File: config.mk
export PLATFORM = sky130hd
export DESIGN_NAME = regpair_rename
export DESIGN_NICKNAME = d
export VERILOG_FILES = /design/src/rtl/regpair_pkg.sv /design/src/rtl/regpair_map.sv /design/src/rtl/regpair_store.sv /design/src/rtl/regpair_rename.sv
export SDC_FILE = /design/constraint.sdc
export NUM_CORES = 1
export LEC_CHECK = 0
export BUFFER_PORTS_ARGS = -buffer_cell sky130_fd_sc_hd__buf_2
export CELL_PAD_IN_SITES_DETAIL_PLACEMENT = 2
export CELL_PAD_IN_SITES_GLOBAL_PLACEMENT = 2
export CORE_ASPECT_RATIO = 2
export CORE_MARGIN = 3
export CORE_UTILIZATION = 25
export DETAILED_ROUTE_END_ITERATION = 10
export GPL_TIMING_DRIVEN = 0
export PLACE_DENSITY_LB_ADDON = 0.1
export REMOVE_ABC_BUFFERS = 1
export SKIP_LAST_GASP = 1
export SLEW_MARGIN = 20
export SYNTH_ARGS = -nofsm -noshare
export SYNTH_HDL_FRONTEND = slang
export SYNTH_SLANG_ARGS = --single-unit
File: constraint.sdc
create_clock -name clk -period 4.86 [get_ports clk]
set_clock_uncertainty 0.15 [all_clocks]
set_input_delay 0.729 -clock clk [delete_from_list [all_inputs] [get_ports clk]]
set_output_delay 0.729 -clock clk [all_outputs]
set_load 0.02 [all_outputs]
File: src/rtl/regpair_pkg.sv
package regpair_pkg;

  localparam int NAME_W      = 3;
  localparam int GP_PER_BANK = 3;
  localparam int NUM_PHYS    = 2 * GP_PER_BANK + 4;
  localparam int PHYS_W      = $clog2(NUM_PHYS);

  // architectural pair codes
  localparam logic [NAME_W-1:0] RN_BC = 3'd0;
  localparam logic [NAME_W-1:0] RN_DE = 3'd1;
  localparam logic [NAME_W-1:0] RN_HL = 3'd2;
  localparam logic [NAME_W-1:0] RN_AF = 3'd3;
  localparam logic [NAME_W-1:0] RN_IX = 3'd4;
  localparam logic [NAME_W-1:0] RN_IY = 3'd5;

  // physical slots: two general banks, two AF copies, two fixed index pairs
  localparam int PH_AF0 = 2 * GP_PER_BANK;
  localparam int PH_IX  = PH_AF0 + 2;
  localparam int PH_IY  = PH_AF0 + 3;

  typedef struct packed {
    logic [1:0] dehl;  // DE/HL swap bit, one per bank
    logic       af;    // AF shadow select
    logic       bank;  // general bank select
  } map_t;

  typedef struct packed {
    logic              vld;
    logic [PHYS_W-1:0] idx;
  } loc_t;

  function automatic loc_t resolve(input logic [NAME_W-1:0] name, input map_t m);
    loc_t              r;
    logic [PHYS_W-1:0] base;
    logic              sw;
    base  = m.bank ? PHYS_W'(GP_PER_BANK) : '0;
    sw    = m.dehl[m.bank];
    r.vld = 1'b1;
    r.idx = '0;
    case (name)
      RN_BC:   r.idx = base;
      RN_DE:   r.idx = base + (sw ? PHYS_W'(2) : PHYS_W'(1));
      RN_HL:   r.idx = base + (sw ? PHYS_W'(1) : PHYS_W'(2));
      RN_AF:   r.idx = PHYS_W'(PH_AF0) + PHYS_W'(m.af);
      RN_IX:   r.idx = PHYS_W'(PH_IX);
      RN_IY:   r.idx = PHYS_W'(PH_IY);
      default: r.vld = 1'b0;
    endcase
    return r;
  endfunction

endpackage

File: src/rtl/regpair_map.sv
module regpair_map
  import regpair_pkg::*;
(
  input  logic              clk,
  input  logic              rst,
  input  logic              ex_de_hl,
  input  logic              ex_af,
  input  logic              ex_bank,
  input  logic              ex_idx,
  input  logic [NAME_W-1:0] rd_name,
  input  logic [NAME_W-1:0] wr_name,
  output map_t              map_q,
  output loc_t              rd_loc,
  output loc_t              wr_loc
);

  map_t map_d;

  // both ports resolve through the mapping held at this edge
  assign rd_loc = resolve(rd_name, map_q);
  assign wr_loc = resolve(wr_name, map_q);

  always_comb begin
    map_d = map_q;
    if (ex_de_hl && !ex_idx) map_d.dehl[map_q.bank] = ~map_q.dehl[map_q.bank];
    if (ex_af)               map_d.af   = ~map_q.af;
    if (ex_bank)             map_d.bank = ~map_q.bank;
  end

  always_ff @(posedge clk) begin
    if (rst) map_q <= '0;
    else     map_q <= map_d;
  end

endmodule

File: src/rtl/regpair_store.sv
module regpair_store #(
  parameter int DATA_W   = 8,
  parameter int LANES    = 2,
  parameter int NUM_PHYS = 10,
  parameter int PHYS_W   = 4
) (
  input  logic                    clk,
  input  logic                    rst,
  input  logic                    rd_vld,
  input  logic [PHYS_W-1:0]       rd_idx,
  input  logic                    wr_en,
  input  logic                    wr_vld,
  input  logic [PHYS_W-1:0]       wr_idx,
  input  logic [LANES-1:0]        wr_be,
  input  logic [DATA_W*LANES-1:0] wr_data,
  output logic [DATA_W*LANES-1:0] rd_data
);

  logic vld_q;

  always_ff @(posedge clk) begin
    if (rst) vld_q <= 1'b0;
    else     vld_q <= rd_vld;
  end

  // one narrow memory per byte lane, read-first, registered read
  for (genvar g = 0; g < LANES; g++) begin : g_lane
    logic [DATA_W-1:0] mem [NUM_PHYS];
    logic [DATA_W-1:0] q;

    always_ff @(posedge clk) begin
      if (wr_en && wr_vld && wr_be[g]) mem[wr_idx] <= wr_data[g*DATA_W +: DATA_W];
      q <= mem[rd_idx];
    end

    assign rd_data[g*DATA_W +: DATA_W] = vld_q ? q : '0;
  end

endmodule

File: src/rtl/regpair_rename.sv
module regpair_rename
  import regpair_pkg::*;
#(
  parameter int DATA_W = 8
) (
  input  logic                clk,
  input  logic                rst,
  input  logic [2:0]          rd_name,
  output logic [2*DATA_W-1:0] rd_data,
  input  logic                wr_en,
  input  logic [2:0]          wr_name,
  input  logic [1:0]          wr_be,
  input  logic [2*DATA_W-1:0] wr_data,
  input  logic                ex_de_hl,
  input  logic                ex_af,
  input  logic                ex_bank,
  input  logic                ex_idx
);

  localparam int LANES = 2;

  map_t map_q;
  loc_t rd_loc;
  loc_t wr_loc;

  regpair_map u_map (
    .clk      (clk),
    .rst      (rst),
    .ex_de_hl (ex_de_hl),
    .ex_af    (ex_af),
    .ex_bank  (ex_bank),
    .ex_idx   (ex_idx),
    .rd_name  (rd_name),
    .wr_name  (wr_name),
    .map_q    (map_q),
    .rd_loc   (rd_loc),
    .wr_loc   (wr_loc)
  );

  regpair_store #(
    .DATA_W   (DATA_W),
    .LANES    (LANES),
    .NUM_PHYS (NUM_PHYS),
    .PHYS_W   (PHYS_W)
  ) u_store (
    .clk     (clk),
    .rst     (rst),
    .rd_vld  (rd_loc.vld),
    .rd_idx  (rd_loc.idx),
    .wr_en   (wr_en),
    .wr_vld  (wr_loc.vld),
    .wr_idx  (wr_loc.idx),
    .wr_be   (wr_be),
    .wr_data (wr_data),
    .rd_data (rd_data)
  );

endmodule

==> impl_metrics.tcl <==
set metrics [dict create \
    period_share_pct 76.6 \
    cts_hold_buf 0 \
    whs_ns 0.366 \
    die_h_um 248 \
    cell_internal_pwr_uw 2620 \
    path_buf_inv 2 \
    rsz0062_at_grt "false" \
    total_power_uw 3440 \
    routed_wl_um 19900 \
    fin_setup_tns_ns 0 \
    crit_arrival_ns 3.89 \
    numCtsBuffers 17 \
    crit_slowest_cell "dfxtp_1" \
    cp_top_family "compound AO/OA/AOI/OAI gates" \
    n_antenna_cell 0 \
    via_count 4044 \
    sw_frac_of_total_pct 23.8 \
    start_util_pct 25.6 \
    whs_path_depth 2 \
    clock_path_buffers 2 \
    drt-initial-drc-count 151 \
    cts_setup_buffers 0 \
    post_cts_resize_count 0 \
    dp.cells 843 \
    yosys_warnings 0 \
    netlist_area_um2 7300 \
    p_clk_share_pct 39.2 \
    power_frac_comb_pct 9.8 \
    antenna_found_initial 1 \
    p_sw_uw 819 \
    dp_hpwl_um 13500 \
    final_max_slew_viol_count 0 \
    synthCells 459 \
    syn_avg_cell_area_um2 15.9 \
    slew-limit-headroom_pct 29.9 \
    cp_max_fo 44 \
    fmax_mhz 269 \
    routedWlPerCell_um 22.7 \
    max-vdd-ir-drop_mv 0.223 \
    ys_seq_elements 181 \
    critPathLaunchType "register" \
    detail-route-antenna-nets 0 \
    fin_nets 539 \
    grt_max_degree 45 \
    drtPass1Iterations 4 \
    area.growth.synth_to_final_pct 17.3 \
    cts_root_buffer "clkbuf_16" \
    endpoint_kind "register" \
    path_class "register to register" \
    final.min_clock_period_ns 3.72 \
    yosysSeqAreaShare_pct 71.6 \
    fillers 2983 \
    grt.total_usage_pct 13.5 \
    powerDensity_nw_per_um2 402 \
    htreeDepth 4 \
    final_area_um2 8570 \
    final_cells 875 \
    worstRegToRegCells 10 \
    status "completed" \
    p_seq_share_pct 51.0 \
    synth.distinct_cells 47 \
    setup_violations 0 \
    cp_cell_sequence "mux2_2 -> inv_1 -> ha_1 -> nor2b_4 -> a21oi_1 -> o311a_4 -> buf_16 -> mux2_1 -> o221ai_1 -> o22ai_1" \
    rows 87 \
    worstSkewPairLatency_ns 0.44 \
    cap_violations 0 \
    worstMarginPinSlew_ns 1.05 \
    clkTransAtPathRegs_ns 0.06 \
    hold_violations 0 \
    critPathRequiredTime_ns 5.03 \
    hp-class "primary input to register" \
    p_leak_uw 0.00303 \
    tritoncts "built" \
    drc 0 \
    core_um2 28500 \
    drive_gt1_share_pct 20.8 \
    max_stage_delay_ns 0.69 \
    place_area_um2 8000 \
    grt_pass1_vias 4646 \
    portBuffers 46 \
    gp_congestion 0.685 \
    die_x_um 127 \
    grt_pass1_wl_um 30000 \
    clkSinkCount 181 \
    path_depth 10 \
    dieArea_um2 31400 \
    grt_overflow 0 \
    viasPerCell 4.62 \
    io_pins 47 \
]
[stage by stage]
step	util [%]	setup WS [ns]
floorplan	-	0.121
global placement	27.3	-1.63
detailed placement	28.0	0.982
CTS	30.0	0.965
global route	30.0	0.813
finish	30.0	1.14
[synthesized netlist by cell type, drive strengths merged]
cell | n | area [um^2]
clkbuf | 11 | 41.3
mux2i | 53 | 531
nor3b | 1 | 7.51
nand3 | 2 | 10.0
dfxtp | 21 | 420
o311a | 1 | 10.0
nor2 | 35 | 139
buf | 15 | 140
ha | 2 | 25.0
nand4b | 1 | 8.76
o21ai | 8 | 43.8
a21oi | 9 | 45.0
a41o | 3 | 30.0
o221ai | 13 | 114
a22oi | 6 | 45.0
a21o | 1 | 7.51
o22a | 1 | 8.76
or3 | 2 | 12.5
edfxtp | 160 | 4800
xnor2 | 3 | 26.3
o211ai | 1 | 7.51
nor3 | 5 | 25.0
o21a | 1 | 7.51
mux2 | 27 | 304
inv | 6 | 22.5
a22o | 13 | 114
and2b | 1 | 10.0
nand2b | 4 | 25.0
nor2b | 3 | 28.8
nand3b | 1 | 7.51
o2bb2ai | 1 | 8.76
xor2 | 1 | 8.76
and2 | 16 | 100
o221a | 1 | 11.3
o22ai | 15 | 93.8
nand2 | 15 | 56.3
[area by class of cell]
type                            count  area (um^2)  area share [%]
Clock buffer                       19          433            5.05
Clock inverter                     13          131            1.53
Tap cell                          356          445            5.20
Inverter                            6         22.5           0.263
Sequential cell                   181         5230            61.0
Timing Repair Buffer               54          362            4.22
Multi-Input combinational cell    246         1950            22.7
[worst paths after layout]
path                                    start                     end  slack (ns)
setup / recovery               u_map.map_q[0]  u_store.g_lane[0].q[4]        1.14
hold / removal                            rst          u_map.map_q[2]        0.37
setup reg to reg               u_map.map_q[0]  u_store.g_lane[0].q[4]        1.14
hold reg to reg   u_store.g_lane[0].mem[8][3]  u_store.g_lane[0].q[3]        0.39
[routing by layer]
layer | vias to the layer above | wire (um) | track usage, % | share of wire, %
met2 | 45 | 12000 | 26.8 | 60
li1 | 1871 | - | - | -
met4 | 0 | 391 | 5.53 | 2.0
met5 | - | 0 | 0 | 0
met3 | 21 | 362 | 2.46 | 1.8
met1 | 2107 | 7150 | 13.3 | 36
[sequential cells by signal, indices dropped and copies added (netlist names)]
name                count
u_store.g_lane.mem    160
u_store.g_lane.q       16
u_store.vld_q           1
u_map.map_q             4
[cell families after synthesis]
family          after synthesis  share of synthesized area (%)
flops                       181                           71.6
simple gates                 86                           5.90
mux                          80                           11.4
compound gates               74                           7.49
buf+inv                      32                           2.79
xor+xnor                      4                          0.480
fa+ha+maj                     2                          0.343
[layout by cell type, fill, tap and decap left out, types with 2 or more instances in the layout]
| cell | instances |
|---|---|
| a21oi_1 | 8 |
| nor3_1 | 3 |
| clkinv_2 | 4 |
| a41o_1 | 3 |
| mux2i_1 | 53 |
| nand2b_1 | 3 |
| clkinvlp_4 | 2 |
| a22oi_1 | 6 |
| buf_2 | 46 |
| o22ai_1 | 15 |
| o21ai_0 | 4 |
| clkinv_1 | 2 |
| clkbuf_1 | 2 |
| mux2_1 | 26 |
| nor2_1 | 22 |
| nand2_1 | 15 |
| nor2_2 | 12 |
| bufinv_16 | 2 |
| xnor2_1 | 3 |
| ha_1 | 2 |
| or3_1 | 2 |
| inv_1 | 5 |
| clkbuf_16 | 17 |
| o221ai_1 | 13 |
| o21ai_1 | 2 |
| inv_6 | 2 |
| buf_16 | 2 |
| a22o_1 | 13 |
| dfxtp_1 | 21 |
| nand3_1 | 2 |
| buf_8 | 2 |
| and2_1 | 16 |
| buf_4 | 2 |
| nor3_2 | 2 |
| edfxtp_1 | 160 |
[power groups by stage]
stage	clock network [uW]	logic (uW)	registers [uW]
floorplan	0	211	1780
global placement	0	332	1790
finish	1350	336	1750
detailed placement	0	347	1790
global route	1460	372	1760
CTS	1400	348	1760
Power figures use the tool's default switching activity.
